$ cat config.mk
export PLATFORM = sky130hd
export DESIGN_NAME = rate_tmo_gen
export DESIGN_NICKNAME = d
export VERILOG_FILES = /design/src/rtl/rtmo_pkg.sv /design/src/rtl/rtmo_rate_decode.sv /design/src/rtl/rtmo_rate_ctrl.sv /design/src/rtl/rtmo_bit_div.sv /design/src/rtl/rtmo_tmo_cnt.sv /design/src/rtl/rate_tmo_gen.sv
export SDC_FILE = /design/constraint.sdc
export NUM_CORES = 1
export LEC_CHECK = 0
export BUFFER_PORTS_ARGS = -buffer_cell sky130_fd_sc_hd__buf_2
export CORE_AREA = 2 2 90 92
export DETAILED_ROUTE_END_ITERATION = 10
export DIE_AREA = 0 0 92 94
export PLACE_DENSITY = 0.75
export REMOVE_ABC_BUFFERS = 1
export SLEW_MARGIN = 40
export SYNTH_ARGS = -nofsm -noshare
export SYNTH_HDL_FRONTEND = slang
export SYNTH_SLANG_ARGS = --single-unit
$ cat constraint.sdc
create_clock -name clk -period 3.5 [get_ports clk]
set_clock_uncertainty 0.15 [all_clocks]
set_input_delay 0.35 -clock clk [delete_from_list [all_inputs] [get_ports clk]]
set_output_delay 0.35 -clock clk [all_outputs]
set_load 0.02 [all_outputs]
$ cat src/rtl/rtmo_pkg.sv
package rtmo_pkg;

   localparam int MUL_W       = 2;
   localparam int PRE_W       = 3;
   localparam int MUL_LOG_MAX = 2;

   typedef enum logic [MUL_W-1:0] {
      MUL_X1  = 2'b00,
      MUL_X2  = 2'b01,
      MUL_X4  = 2'b10,
      MUL_RSV = 2'b11
   } mul_sel_e;

   typedef struct packed {
      mul_sel_e           mul;
      logic [PRE_W-1:0]   pre;
   } rate_cfg_t;

   localparam rate_cfg_t RATE_RST = '{mul: MUL_X1, pre: '0};

   // log2 of the clock multiplier; undefined codes act as x1
   function automatic int mul_log(mul_sel_e m);
      case (m)
         MUL_X2:  return 1;
         MUL_X4:  return 2;
         default: return 0;
      endcase
   endfunction

endpackage

$ cat src/rtl/rtmo_rate_decode.sv
module rtmo_rate_decode
   import rtmo_pkg::*;
#(
   parameter int PRE_STEPS    = 5,
   parameter int DIV_BASE_LOG = 3,
   parameter int EXP_W        = 3,
   parameter int LOG_W        = 4
) (
   input  rate_cfg_t          cfg,
   output logic [EXP_W-1:0]   scale_exp,
   output logic [LOG_W-1:0]   period_log
);

   if (PRE_STEPS < 1 || PRE_STEPS > (1 << PRE_W)) begin : g_bad_steps
      $error("rtmo_rate_decode: PRE_STEPS out of range");
   end

   logic [PRE_W-1:0] pre_eff;

   // codes beyond the last prescaler step saturate at the slowest step
   if (PRE_STEPS < (1 << PRE_W)) begin : g_clamp
      always_comb begin
         if (cfg.pre > PRE_W'(PRE_STEPS - 1))
            pre_eff = PRE_W'(PRE_STEPS - 1);
         else
            pre_eff = cfg.pre;
      end
   end else begin : g_direct
      assign pre_eff = cfg.pre;
   end

   always_comb begin
      scale_exp  = EXP_W'(pre_eff) + EXP_W'(MUL_LOG_MAX - mul_log(cfg.mul));
      period_log = LOG_W'(scale_exp) + LOG_W'(DIV_BASE_LOG);
   end

endmodule

$ cat src/rtl/rtmo_rate_ctrl.sv
module rtmo_rate_ctrl
   import rtmo_pkg::*;
(
   input  logic      clk,
   input  logic      rst_n,
   input  rate_cfg_t req,
   input  logic      any_busy,
   output rate_cfg_t active,
   output logic      apply
);

   rate_cfg_t req_n;

   // fold the reserved multiplier code onto x1 so it never forces a phase reset
   always_comb begin
      req_n = req;
      if (req.mul == MUL_RSV)
         req_n.mul = MUL_X1;
   end

   assign apply = (req_n != active) && !any_busy;

   always_ff @(posedge clk or negedge rst_n) begin
      if (!rst_n)
         active <= RATE_RST;
      else if (apply)
         active <= req_n;
   end

endmodule

$ cat src/rtl/rtmo_bit_div.sv
module rtmo_bit_div #(
   parameter int DIV_W = 9,
   parameter int LOG_W = 4
) (
   input  logic             clk,
   input  logic             rst_n,
   input  logic             restart,
   input  logic [LOG_W-1:0] period_log,
   output logic             bit_stb
);

   if (DIV_W < 1 || DIV_W >= (1 << LOG_W)) begin : g_bad_w
      $error("rtmo_bit_div: DIV_W does not fit LOG_W");
   end

   logic [DIV_W-1:0] phase;
   logic [DIV_W-1:0] term;

   // terminal count is 2^period_log - 1, built as a mask of low ones
   assign term    = ~({DIV_W{1'b1}} << period_log);
   assign bit_stb = (phase == term);

   always_ff @(posedge clk or negedge rst_n) begin
      if (!rst_n)
         phase <= '0;
      else if (restart || bit_stb)
         phase <= '0;
      else
         phase <= phase + DIV_W'(1);
   end

endmodule

$ cat src/rtl/rtmo_tmo_cnt.sv
module rtmo_tmo_cnt #(
   parameter int          CNT_W = 16,
   parameter int unsigned BASE  = 205
) (
   input  logic clk,
   input  logic rst_n,
   input  logic start,
   input  logic tick,
   output logic busy,
   output logic expired
);

   logic [CNT_W-1:0] remain;

   assign busy = (remain != '0);

   always_ff @(posedge clk or negedge rst_n) begin
      if (!rst_n) begin
         remain  <= '0;
         expired <= 1'b0;
      end else begin
         expired <= 1'b0;
         if (start) begin
            remain <= CNT_W'(BASE);
         end else if (tick && busy) begin
            remain <= remain - CNT_W'(1);
            if (remain == CNT_W'(1))
               expired <= 1'b1;
         end
      end
   end

endmodule

$ cat src/rtl/rate_tmo_gen.sv
module rate_tmo_gen
   import rtmo_pkg::*;
#(
   parameter int          NUM_TMO               = 3,
   parameter int          CNT_W                 = 16,
   parameter int unsigned TMO_BASE [NUM_TMO]    = '{205, 41, 9},
   parameter int          DIV_BASE_LOG          = 3,
   parameter int          PRE_STEPS             = 5
) (
   input  logic                        clk,
   input  logic                        rst_n,
   input  logic [MUL_W-1:0]            mul_sel_i,
   input  logic [PRE_W-1:0]            pre_sel_i,
   input  logic [NUM_TMO-1:0]          tmo_start_i,
   output logic                        bit_stb_o,
   output logic [((PRE_STEPS - 1 + MUL_LOG_MAX) < 1 ? 1 :
                  $clog2(PRE_STEPS + MUL_LOG_MAX)) - 1:0] scale_exp_o,
   output logic [NUM_TMO-1:0]          tmo_busy_o,
   output logic [NUM_TMO-1:0]          tmo_expired_o
);

   localparam int MAX_EXP = PRE_STEPS - 1 + MUL_LOG_MAX;
   localparam int MAX_LOG = MAX_EXP + DIV_BASE_LOG;
   localparam int EXP_W   = (MAX_EXP < 1) ? 1 : $clog2(MAX_EXP + 1);
   localparam int LOG_W   = $clog2(MAX_LOG + 1);
   localparam int DIV_W   = MAX_LOG;

   if (NUM_TMO < 1) begin : g_bad_num
      $error("rate_tmo_gen: NUM_TMO must be at least 1");
   end
   if (DIV_BASE_LOG < 1) begin : g_bad_base
      $error("rate_tmo_gen: DIV_BASE_LOG must be at least 1");
   end

   rate_cfg_t        req_cfg;
   rate_cfg_t        act_cfg;
   logic             rate_apply;
   logic [LOG_W-1:0] period_log;

   assign req_cfg = '{mul: mul_sel_e'(mul_sel_i), pre: pre_sel_i};

   rtmo_rate_ctrl u_ctrl (
      .clk      (clk),
      .rst_n    (rst_n),
      .req      (req_cfg),
      .any_busy (|tmo_busy_o),
      .active   (act_cfg),
      .apply    (rate_apply)
   );

   rtmo_rate_decode #(
      .PRE_STEPS    (PRE_STEPS),
      .DIV_BASE_LOG (DIV_BASE_LOG),
      .EXP_W        (EXP_W),
      .LOG_W        (LOG_W)
   ) u_dec (
      .cfg        (act_cfg),
      .scale_exp  (scale_exp_o),
      .period_log (period_log)
   );

   rtmo_bit_div #(
      .DIV_W (DIV_W),
      .LOG_W (LOG_W)
   ) u_div (
      .clk        (clk),
      .rst_n      (rst_n),
      .restart    (rate_apply),
      .period_log (period_log),
      .bit_stb    (bit_stb_o)
   );

   for (genvar g = 0; g < NUM_TMO; g++) begin : g_tmo
      if (TMO_BASE[g] < 1 || 64'(TMO_BASE[g]) >= (64'd1 << CNT_W)) begin : g_bad_cnt
         $error("rate_tmo_gen: timeout base count does not fit CNT_W");
      end
      rtmo_tmo_cnt #(
         .CNT_W (CNT_W),
         .BASE  (TMO_BASE[g])
      ) u_cnt (
         .clk     (clk),
         .rst_n   (rst_n),
         .start   (tmo_start_i[g]),
         .tick    (bit_stb_o),
         .busy    (tmo_busy_o[g]),
         .expired (tmo_expired_o[g])
      );
   end

endmodule

Word-level counts from Yosys, hierarchy flattened
Index checks and enable logic that the tools add are counted.
{"block": "totals", "ff_bits": 65, "input_bits": 10, "word_cells": 59}
{"block": "op_classes", "n_addsub": 7, "order_cmp": 1, "eq_ne": 8, "shifts": 1, "n_mux": 19, "bitwise_logic": 1, "n_reduce_logical": 13}
{"cell": "$mux W16", "count": 6}
{"cell": "$eq A16 B1 Y1 const B", "count": 3}
{"cell": "$reduce_bool A16 Y1", "count": 3}
{"cell": "$sub A16 B1 Y16 const B", "count": 3}
{"cell": "$add A9 B1 Y9 const B", "count": 1}
{"cell": "$eq A9 B9 Y1", "count": 1}
{"cell": "$mux W1", "count": 9}
{"cell": "$mux W9", "count": 1}
{"cell": "$not A9 Y9", "count": 1}
{"cell": "$shl A9 B4 Y9 const A", "count": 1}
{"cell": "$reduce_bool A2 Y1", "count": 3}
{"cell": "$ne A5 B5 Y1", "count": 1}
{"cell": "$add A3 B2 Y4 const B", "count": 1}
{"cell": "$eq A2 B2 Y1 const B", "count": 2}
{"cell": "$logic_and A1 B1 Y1", "count": 4}
{"cell": "$pmux W2 S2", "count": 1}
{"cell": "$add A3 B3 Y3", "count": 1}
{"cell": "$gt A3 B3 Y1 const B", "count": 1}
{"cell": "$mux W3", "count": 1}
{"cell": "$reduce_or A3 Y1", "count": 1}
{"cell": "$sub A2 B2 Y3 const A", "count": 1}
{"cell": "$eq A2 B1 Y1 const B", "count": 1}
{"cell": "$mux W2", "count": 1}
{"cell": "$logic_not A1 Y1", "count": 1}
{"cell": "$logic_or A1 B1 Y1", "count": 1}

Depth between registers and ports, before layout
Gate-level depths: netlist (run 1).
{"block": "depth", "word_depth": 11, "mapped_depth": 16, "mapped_depth_nobuf": 14}

Modules after synthesis
A second synthesis (run 1) with hierarchy kept.
{"block": "unflattened", "hier_cells": 406, "hier_area_um2": 4015.1}
{"mod": "rtmo_tmo_cnt (g_tmo[0].u_cnt)", "instances": 1, "cells_per_inst": 93, "area_per_inst_um2": 958.4}
{"mod": "rtmo_tmo_cnt (g_tmo[2].u_cnt)", "instances": 1, "cells_per_inst": 96, "area_per_inst_um2": 947.2}
{"mod": "rtmo_tmo_cnt (g_tmo[1].u_cnt)", "instances": 1, "cells_per_inst": 96, "area_per_inst_um2": 945.9}
{"mod": "rtmo_bit_div", "instances": 1, "cells_per_inst": 79, "area_per_inst_um2": 745.7}
{"mod": "rtmo_rate_ctrl", "instances": 1, "cells_per_inst": 24, "area_per_inst_um2": 276.5}
{"mod": "rtmo_rate_decode", "instances": 1, "cells_per_inst": 17, "area_per_inst_um2": 135.1}
{"mod": "rate_tmo_gen", "instances": 1, "cells_per_inst": 1, "area_per_inst_um2": 6.3}

Worst setup path before layout (run 1)
OpenSTA, ideal clock, no wires.
{"block": "synth_path", "kind": "register to register", "startpoint": "reg u_ctrl.active[2] (netlist bit)", "endpoint": "reg g_tmo[2].u_cnt.remain[5]", "setup_time_ns": 0.128, "arrival_ns": 3.426, "required_time_ns": 3.222, "slack_ns": -0.203, "stages_incl_launch_ff": 15, "n_path_buf": 2, "period_less_slack_ns": 3.703, "cell_sequence": "dfrtp_1 > nand2b_1 > ha_1 > inv_1 > ha_1 > inv_1 > ha_1 > inv_1 > maj3_2 > xor2_1 > or4_1 > buf_2 > buf_2 > nor4_1 > mux2_1"}
{"item": "start: declaration", "line_no": "rtmo_rate_ctrl.sv:8", "text": "output rate_cfg_t active,"}
{"item": "start signal: assignment", "line_no": "rtmo_rate_ctrl.sv:27", "text": "active <= req_n;"}
{"item": "end signal: assignment", "line_no": "rtmo_tmo_cnt.sv:24", "text": "remain <= CNT_W'(BASE);"}
{"item": "end signal: assignment", "line_no": "rtmo_tmo_cnt.sv:26", "text": "remain <= remain - CNT_W'(1);"}
{"item": "end: declaration", "line_no": "rtmo_tmo_cnt.sv:13", "text": "logic [CNT_W-1:0] remain;"}

Final worst setup path (run 1)
{"block": "layout_path", "startpoint": "reg u_ctrl.active[4] (netlist bit)", "endpoint": "reg g_tmo[1].u_cnt.remain[4]"}
{"block": "layout_between", "elab_chain_cells": 10, "elab_cells_between_ends": 11}
{"item": "$eq A2 B2 Y1 or $eq A2 B1 Y1 (tied branches)", "line_no": "rtmo_pkg.sv:23", "text": "case (m)"}
{"item": "$pmux W2 S2 (*)", "line_no": "rtmo_pkg.sv:23"}
{"item": "$sub A2 B2 Y3 (*)", "line_no": "rtmo_rate_decode.sv:33", "text": "scale_exp = EXP_W'(pre_eff) + EXP_W'(MUL_LOG_MAX - mul_log(cfg.mul));"}
{"item": "$add A3 B3 Y3 (*)", "line_no": "rtmo_rate_decode.sv:33"}
{"item": "$add A3 B2 Y4 (*)", "line_no": "rtmo_rate_decode.sv:34", "text": "period_log = LOG_W'(scale_exp) + LOG_W'(DIV_BASE_LOG);"}
{"item": "$shl A9 B4 Y9 (*)", "line_no": "rtmo_bit_div.sv:20", "text": "assign term = ~({DIV_W{1'b1}} << period_log);"}
{"item": "$not A9 Y9 (*)", "line_no": "rtmo_bit_div.sv:20"}
{"item": "$eq A9 B9 Y1 (*)", "line_no": "rtmo_bit_div.sv:21", "text": "assign bit_stb = (phase == term);"}
{"item": "$logic_and A1 B1 Y1 (*)", "line_no": "rtmo_tmo_cnt.sv:25", "text": "end else if (tick && busy) begin"}
{"item": "$reduce_bool A2 Y1 (no line) (*)"}
{"item": "end signal: assignment", "line_no": "rtmo_tmo_cnt.sv:24"}
{"item": "end signal: assignment", "line_no": "rtmo_tmo_cnt.sv:26"}
{"item": "end: declaration", "line_no": "rtmo_tmo_cnt.sv:13"}
Mark *: on every way between the ends. The rest lies on a longest branch, timed or not.
A chain may end at the register's enable or synchronous reset.

==> impl_metrics.ini, run 1 <==
[outcome]
status = finished with violations
violations = setup timing

[clocking]
path_clk_slew_ps = 70
clkLatencyLatePin_ps = 360
clock_sinks = 65
htree_levels = 3
numCtsBuffers = 9
ctsRootBufferMaster = clkbuf_8
cts_tree = done
cts_buffer_depth = 2

[global_route]
grt_max_degree = 36
grt_pass1_vias = 3568
grt_pass1_wl_um = 16900
grt_use_total_pct = 24.9
grt_antenna_before_repair = 0
grt_overflow_total = 0

[critical_path]
start_kind = flip-flop
startpoint = u_ctrl.active[4]
worstPathRequired_ps = 3630
path_max_fanout = 17
r2r-start = u_ctrl.active[4]
cp-end-kind = flip-flop
crit_arrival_ps = 3630
crit_type = flip-flop to flip-flop

[power]
pwr-share-comb_pct = 3.3
intPower_mw = 1.18
p_leak_nw = 2.08
pwr-share-seq_pct = 49.2
p_sw_mw = 0.342
power_density_nw_per_um2 = 303
clock_power_share_pct = 47.5
ir_drop_mv = 0.204
switching_share_pct = 22.4

[logic_synthesis]
netlist_area_sq_um = 4120
syn_inst = 451
yosysSeqAreaShare_pct = 39.5
synth_edf_count = 0
synth-seq-cells = 65
async_flop_share_pct = 100
synth_ff_type = dfrtp_1
syn_avg_cell_area_sq_um = 9.12
yosys_warnings = 0
synth.distinct_cells = 58

[drt]
drt_iter0_markers = 279
drtPass1Iterations = 5
via_per_inst = 6.36
vias = 3783
avgRoutedWirePerCell_um = 18.1
drc = 0
ant_nets = 0
wl_um = 10800

[timing]
fin_crit_sh_pct = 100
setup_viol = 2
fmax_ghz = 0.286
maxSlewViolCount = 0
setup_ws_ps = -1.08
rsz0062_at_grt = yes
post-route-min-period_ps = 3500
worst_slew_pin_slew_ps = 772
final_hold_viol_count = 0
slew-limit-headroom_pct = 48.5

[final_layout]
area_growth_syn_to_layout_pct = 22.4
seq_area_sq_um = 1630
design_area_sq_um = 5040
multi_input_area_sq_um = 2500
fillers = 596
layout-drive-gt1-share_pct = 27.8
nets = 509
antennaDiodeCount = 0
utilization_pct = 66.2

[die]
core_area_sq_um = 7610
fp-row-count = 32
die_area_sq_um = 8650
ioPinCount = 20
die_x_um = 92
die_h_um = 94
initial_core_util_pct = 54.1

[placed_design]
place_area_sq_um = 4430
dp_hpwl_um = 6580
gp_congestion = 0.868
post-place-ws_ps = -201
port_buffers = 19

[min_path]
min_from = pre_sel_i[0]
min_path_type = input port to flip-flop

[run]
drv_cap = 0
-- power groups by stage --
stage | clock, mW | combinational, mW | sequential [mW]
2_1_floorplan | 0 | 0.0121 | 0.765
3_3_place_gp | 0 | 0.0473 | 0.765
3_5_place_dp | 0 | 0.0487 | 0.765
4_1_cts | 0.737 | 0.0495 | 0.750
5_1_grt | 0.773 | 0.0573 | 0.750
6_report | 0.725 | 0.0497 | 0.751
-- layer usage --
layer / part of all wire, % / global-route usage (%) / up-vias / wire length [um]
li1: - / - / 1742 / -
met5: 0 / 0 / - / 0
met2: 49 / 39.8 / 158 / 5250
met1: 42 / 33.3 / 1857 / 4580
met3: 6.6 / 4.74 / 26 / 708
met4: 2.2 / 10.4 / 0 / 240
-- registers in the layout (all words and copies together), names as in the netlist --
| signal | cells |
|---|---|
| g_tmo.u_cnt.expired | 3 |
| g_tmo.u_cnt.remain | 48 |
| u_ctrl.active | 5 |
| u_div.phase | 9 |
-- Yosys cell counts, drive strengths merged (3+ instances only) --
cell type  instances  area, sq um
nand3             18         90.1
mux2              15          169
dfrtp             65         1630
or3               15         93.8
and3               4         25.0
mux2i              4         40.0
ha                11          138
nor3              20          105
nand2             18         67.6
nor2              37          139
nor4b              3         38.8
nor2b             16          100
a21oi             29          145
clkbuf            12         45.0
buf               17          113
nor4              14         93.8
inv               23         86.3
o31ai             24          180
nand2b             7         43.8
o21ai             12         63.8
nand4b             4         35.0
or4               33          248
o211ai             3         22.5
nand4              4         25.0
xor2               8         70.1
xnor2              6         52.6
-- placed cells by master (no fill, tap or decap), types with 5 or more instances in the layout --
| cell type | count |
|---|---|
| dfrtp_1 | 65 |
| xor2_1 | 7 |
| or3_1 | 15 |
| nand2b_1 | 5 |
| nor4_1 | 9 |
| o21ai_0 | 10 |
| nor3_1 | 18 |
| buf_4 | 27 |
| a21oi_2 | 9 |
| a21oi_1 | 20 |
| ha_1 | 7 |
| nand2_1 | 16 |
| or4_1 | 22 |
| clkbuf_8 | 10 |
| nor2_1 | 35 |
| mux2_1 | 6 |
| mux2_4 | 5 |
| inv_1 | 17 |
| or4_4 | 11 |
| nand3_1 | 17 |
| o31ai_1 | 23 |
| buf_2 | 18 |
| xnor2_1 | 6 |
| nor2b_1 | 15 |
-- worst paths after layout --
| check | endpoint | slack [ps] | depth (start not counted) |
|---|---|---|---|
| setup / recovery | g_tmo[1].u_cnt.remain[4] | -1 | 14 |
| hold / removal | u_ctrl.active[0] | 100 | 2 |
| setup reg to reg | g_tmo[1].u_cnt.remain[4] | -1 | 14 |
| hold reg to reg | u_div.phase[0] | 360 | 1 |
| max in group asynchronous | g_tmo[1].u_cnt.remain[12] | 2020 | 3 |
| min in group asynchronous | g_tmo[0].u_cnt.remain[2] | 430 | 2 |
-- per-stage QoR --
stage	power [mW]	hold slack [ps]	TNS, ps	std cells
floorplan	0.778	-95.6	-50410	422
CTS	1.54	92.8	-14.7	592
finish	1.53	100	-2.16	595
global route	1.58	99.6	-2140	595
global placement	0.813	305	-1520	572
detailed placement	0.814	304	-3390	572
-- repair_timing --
| item | in CTS | in global routing |
|---|---|---|
| pin swaps | 2 | 7 |
| endpoints found under the setup margin | 40 | 57 |
| hold buffers | 1 | 0 |
| endpoints found under the hold margin | 29 | 0 |
| setup buffers | 2 | 0 |
| resized for setup | 11 | 51 |
| cloned | 1 | 3 |
-- critical path, stage by stage (launching register included) --
cell and delay, ps:
dfrtp_1 380, buf_4 140, nor2b_2 120, ha_2 180
inv_2 40, ha_4 270, inv_4 30, ha_4 240
inv_2 30, maj3_2 310, xor2_2 150, or4_4 530
clkbuf_16 230, or4_1 460, a21oi_1 150
-- cell type report --
cell class / count / share of cell area (%)
inverter: 24 / 1.89
multi-input combinational: 333 / 49.7
tap: 102 / 2.53
clock inverter: 5 / 1.56
clock buffer: 11 / 2.81
sequential: 65 / 32.3
timing repair buffer: 55 / 9.24
-- kinds of logic (layout without fill, tap and decap cells) --
logic type / count (synthesis) / after routing / synth area share [%]
AOI/OAI and AO/OA: 80 / 80 / 12.5
xor gates and xnor gates: 15 / 15 / 3.56
buffers and inverters: 53 / 95 / 6.02
muxes: 19 / 19 / 5.08
DFF: 65 / 65 / 39.5
and+or+nand+nor: 206 / 206 / 29.5
adders and majority gates: 13 / 13 / 3.86
No activity file was read; power rests on OpenSTA's default activity.
==> inputs of run 2 (changes only) <==
--- a/config.mk
+++ b/config.mk
@@ -6,10 +6,11 @@
 export NUM_CORES = 1
 export LEC_CHECK = 0
 export BUFFER_PORTS_ARGS = -buffer_cell sky130_fd_sc_hd__buf_2
-export CORE_AREA = 2 2 90 92
+export CAP_MARGIN = 20
+export CORE_AREA = 5 5 93 95
 export DETAILED_ROUTE_END_ITERATION = 10
-export DIE_AREA = 0 0 92 94
-export PLACE_DENSITY = 0.75
+export DIE_AREA = 0 0 98 100
+export PLACE_DENSITY = 0.72
 export REMOVE_ABC_BUFFERS = 1
 export SLEW_MARGIN = 40
 export SYNTH_ARGS = -nofsm -noshare
==> constraint.sdc (replaced) <==
create_clock -name clk -period 4.4 [get_ports clk]
set_clock_uncertainty 0.15 [all_clocks]
set_input_delay 0.44 -clock clk [delete_from_list [all_inputs] [get_ports clk]]
set_output_delay 0.44 -clock clk [all_outputs]
set_load 0.02 [all_outputs]
==> impl_metrics.ini, run 2 (synthesis results as in run 1) <==
[outcome]
status = finished clean

[clocking]
cts_buffer_depth = 2
path_clk_slew_ps = 70
htree_levels = 3
numCtsBuffers = 9
clkLatencyLatePin_ps = 350
clock_sinks = 65
postCtsResizedCells = 0
cts_tree = done
ctsRootBufferMaster = clkbuf_8

[critical_path]
rr_worst_depth = 13
crit_type = flip-flop to flip-flop
r2r-start = u_ctrl.active[2]
crit_arrival_ps = 4180
cp_num_cells = 13
cp-end-kind = flip-flop
path_max_fanout = 71
timing.rr.end = g_tmo[2].u_cnt.remain[5]
crit_buf_inv = 3
start_kind = flip-flop
startpoint = u_ctrl.active[2]
crit_chain = nand2b_1, ha_1, inv_1, ha_1, inv_1, ha_1, nor2_1, xor2_1, o211ai_1, or4_2, buf_4, nor4_1, mux2_1
worstPathRequired_ps = 4480
r2r_slack_ps = 300
critPathTopFamily = simple AND/OR/NAND/NOR gates
cpMostUsedCell = ha_1
crit_path_top_delay_cell = or4_2
slowest_delay_ps = 680
crit_end = g_tmo[2].u_cnt.remain[5]

[power]
intPower_mw = 0.809
ir_drop_mv = 0.162
p_leak_nw = 1.78
p_sw_mw = 0.274
pwr-share-seq_pct = 55.1
clock_power_share_pct = 41.6
switching_share_pct = 25.3
pwr-share-comb_pct = 3.3
power_density_nw_per_um2 = 245

[drt]
drt_iter0_markers = 213
avgRoutedWirePerCell_um = 15.8
wl_um = 8940
drtPass1Iterations = 4
via_per_inst = 6.11
ant_nets = 0
vias = 3454
drc = 0

[final_layout]
seq_area_sq_um = 1630
layout_common_cells = dfrtp_1 (65), nor2_1 (36), or4_1 (32)
reg_top3 = g_tmo.u_cnt.remain x48, u_div.phase x9, u_ctrl.active x5
nets = 479
fillers = 687
multi_input_area_sq_um = 2250
layout-drive-gt1-share_pct = 13.0
largest_register = g_tmo.u_cnt.remain
final_common_cell = dfrtp_1
area_growth_syn_to_layout_pct = 7.42
largest_reg_flops = 48
antennaDiodeCount = 0
design_area_sq_um = 4420

[die]
fp-row-count = 32
initial_core_util_pct = 53.8
die_area_sq_um = 9800
die_h_um = 100
ioPinCount = 20
core_area_sq_um = 7650
die_x_um = 98

[placed_design]
place_area_sq_um = 4240
dp_hpwl_um = 6070
port_buffers = 19
gp_congestion = 0.826

[global_route]
grt_antenna_before_repair = 0
grt_max_degree = 72
grt_pass1_vias = 3333
grt_overflow_total = 0
grt_pass1_wl_um = 15700
grt_use_total_pct = 19.3

[timing]
post-route-min-period_ps = 4100
fmax_ghz = 0.244
slew-limit-headroom_pct = 50.4
tns_ps = 0
setup_viol = 0
worst_slew_pin_slew_ps = 743
maxSlewViolCount = 0
fin_crit_sh_pct = 93.1
rsz0062_at_grt = no
final_hold_viol_count = 0
hold_slack_ps = 201

[min_path]
min_path_type = input port to flip-flop

[run]
drv_cap = 0
run 2: cell count changes in the layout (fill, tap and decap cells not counted), sizes merged:
cell      delta
clkbuf       -4
buf         -28
bufinv       -2
clkinvlp     +2
clkinv       +2
run 2: cell type report:
cell class	instances	share of cell area, %
Clock buffer	9	2.80
Clock inverter	7	1.08
Inverter	24	2.04
Multi-Input combinational cell	333	50.9
Sequential cell	65	36.8
Tap cell	102	2.89
Timing Repair Buffer	25	3.51
run 2: routing by layer:
layer / share of wire (%) / wire [um] / GRT usage [%] / up-vias
li1: - / - / - / 1692
met1: 48 / 4260 / 26.1 / 1682
met2: 47 / 4240 / 30.9 / 67
met3: 3.4 / 300 / 3.13 / 13
met4: 1.5 / 132 / 7.88 / 0
met5: 0 / 0 / 0 / -
run 2: power by group through the flow:
| stage | registers (mW) | logic, mW | clock network, mW |
|---|---|---|---|
| floorplan | 0.609 | 0.00962 | 0 |
| global placement | 0.609 | 0.0362 | 0 |
| detailed placement | 0.609 | 0.0373 | 0 |
| CTS | 0.597 | 0.0380 | 0.464 |
| global route | 0.597 | 0.0427 | 0.498 |
| finish | 0.597 | 0.0362 | 0.450 |
run 2: worst min-delay path by stage:
stage | startpoint | slack (ps) | endpoint | cells past startpoint
2_1_floorplan | rst_n | -6 | g_tmo[0].u_cnt.expired | 0
3_3_place_gp | rst_n | 260 | g_tmo[1].u_cnt.remain[9] | 1
3_5_place_dp | rst_n | 270 | g_tmo[1].u_cnt.remain[9] | 1
4_1_cts | pre_sel_i[0] | 190 | u_ctrl.active[0] | 2
5_1_grt | pre_sel_i[1] | 210 | u_ctrl.active[1] | 2
6_report | pre_sel_i[1] | 200 | u_ctrl.active[1] | 2
run 2: timing repair:
action	in CTS	in global routing
buffers inserted	0	0
endpoints found under the hold margin	19	0
hold buffers	1	0
run 2: metrics by stage:
stage	setup slack (ps)	total power [mW]	std cells	util (%)
finish	302	1.08	565	57.8
global placement	515	0.645	548	55.4
floorplan	-264	0.618	422	-
global route	104	1.14	565	57.8
detailed placement	384	0.646	548	55.4
CTS	312	1.10	565	57.8
==> inputs of run 3 (changes only) <==
--- a/config.mk
+++ b/config.mk
@@ -8,9 +8,11 @@
 export BUFFER_PORTS_ARGS = -buffer_cell sky130_fd_sc_hd__buf_2
 export CAP_MARGIN = 20
 export CORE_AREA = 5 5 93 95
+export CTS_BUF_LIST = sky130_fd_sc_hd__clkbuf_8
 export DETAILED_ROUTE_END_ITERATION = 10
 export DIE_AREA = 0 0 98 100
 export PLACE_DENSITY = 0.72
+export RECOVER_POWER = 25
 export REMOVE_ABC_BUFFERS = 1
 export SLEW_MARGIN = 40
 export SYNTH_ARGS = -nofsm -noshare
==> impl_metrics.ini, run 3 (synthesis results as in run 1) <==
[global_route]
grt_use_total_pct = 19.3
grt_max_degree = 72
grt_pass1_wl_um = 15700
grt_pass1_vias = 3333
grt_overflow_total = 0
grt_antenna_before_repair = 0

[final_layout]
area_growth_syn_to_layout_pct = 7.24
largest_reg_flops = 48
layout_common_cells = dfrtp_1 (65), nor2_1 (36), or4_1 (32)
final_common_cell = dfrtp_1
reg_top3 = g_tmo.u_cnt.remain x48, u_div.phase x9, u_ctrl.active x5
layout-drive-gt1-share_pct = 12.1
design_area_sq_um = 4410
nets = 479
antennaDiodeCount = 0
largest_register = g_tmo.u_cnt.remain

[drt]
ant_nets = 0
via_per_inst = 6.12
avgRoutedWirePerCell_um = 15.8
vias = 3458
wl_um = 8930
drc = 0
drtPass1Iterations = 4
drt_iter0_markers = 213

[die]
ioPinCount = 20
initial_core_util_pct = 53.8
die_h_um = 100
fp-row-count = 32
core_area_sq_um = 7650
die_area_sq_um = 9800
die_x_um = 98

[timing]
final_hold_viol_count = 0
maxSlewViolCount = 0
hold_slack_ps = 201
worst_slew_pin_slew_ps = 1140
fin_crit_sh_pct = 93.1
setup_viol = 0
post-route-min-period_ps = 4100
fmax_ghz = 0.244
setup_ws_ps = 304
slew-limit-headroom_pct = 24.3
tns_ps = 0
rsz0062_at_grt = no

[critical_path]
start_kind = flip-flop
crit_type = flip-flop to flip-flop
crit_arrival_ps = 4170
crit_buf_inv = 3
critPathTopFamily = simple AND/OR/NAND/NOR gates
cp-end-kind = flip-flop
crit_chain = nand2b_1, ha_1, inv_1, ha_1, inv_1, ha_1, nor2_1, xor2_1, o211ai_1, or4_2, buf_4, nor4_1, mux2_1
slowest_delay_ps = 680
crit_path_top_delay_cell = or4_2
worstPathRequired_ps = 4480
path_max_fanout = 71
cpMostUsedCell = ha_1

[clocking]
path_clk_slew_ps = 70
clkLatencyLatePin_ps = 350
numCtsBuffers = 9
clock_sinks = 65
cts_buffer_depth = 2
ctsRootBufferMaster = clkbuf_8
cts_tree = done
cts_setup_buffers = 0
postCtsResizedCells = 0
cts_hold_buf = 1
htree_levels = 3

[outcome]
status = finished clean

[placed_design]
gp_congestion = 0.826
place_area_sq_um = 4240
dp_hpwl_um = 6070
port_buffers = 19
post-place-ws_ps = 384

[min_path]
min_path_type = input port to flip-flop

[power]
power_density_nw_per_um2 = 245
p_leak_nw = 1.76
ir_drop_mv = 0.162
finalPower_mw = 1.08

[run]
drv_cap = 0
run 3: changes by cell type in the layout (fill, tap and decap cells not counted):
cell      previous run  this run
buf_2               19        15
clkbuf_1             0         4
buf_4                4         3
clkbuf_2             0         1
run 3: worst paths after layout:
| check | from | end | depth (start not counted) | slack [ps] |
|---|---|---|---|---|
| setup / recovery | u_ctrl.active[2] | g_tmo[2].u_cnt.remain[5] | 13 | 300 |
| hold / removal | pre_sel_i[1] | u_ctrl.active[1] | 2 | 200 |
| setup reg to reg | u_ctrl.active[2] | g_tmo[2].u_cnt.remain[5] | 13 | 300 |
| hold reg to reg | u_ctrl.active[4] | u_ctrl.active[4] | 2 | 370 |
| max in group asynchronous | rst_n | g_tmo[2].u_cnt.remain[0] | 3 | 1740 |
| min in group asynchronous | rst_n | g_tmo[1].u_cnt.remain[14] | 2 | 660 |
run 3: per-layer routing:
| layer | track usage [%] | wire [um] |
|---|---|---|
| met5 | 0 | 0 |
| met1 | 26.1 | 4260 |
| met3 | 3.13 | 312 |
| met4 | 7.88 | 132 |
| met2 | 30.9 | 4230 |
run 3: layout make-up:
type	instances	area [sq um]
clock buffers	9	124
clock inverters	7	47.5
fillers	686	3230
inverters	24	90.1
multi-input cells	333	2250
flip-flops and latches	65	1630
well taps	102	128
repair buffers	25	148
run 3: where the power goes:
part | leakage (nW) | internal [mW] | switching [mW]
Sequential | 0.847 | 0.597 | 0.000000205
Combinational | 0.828 | 0.00900 | 0.0268
Clock | 0.0850 | 0.203 | 0.248
run 3: stage by stage:
| step | utilization (%) | instances |
|---|---|---|
| finish | 57.7 | 565 |
| global placement | 55.4 | 548 |
| floorplan | - | 422 |
| global route | 57.7 | 565 |
| CTS | 57.8 | 565 |
| detailed placement | 55.4 | 548 |
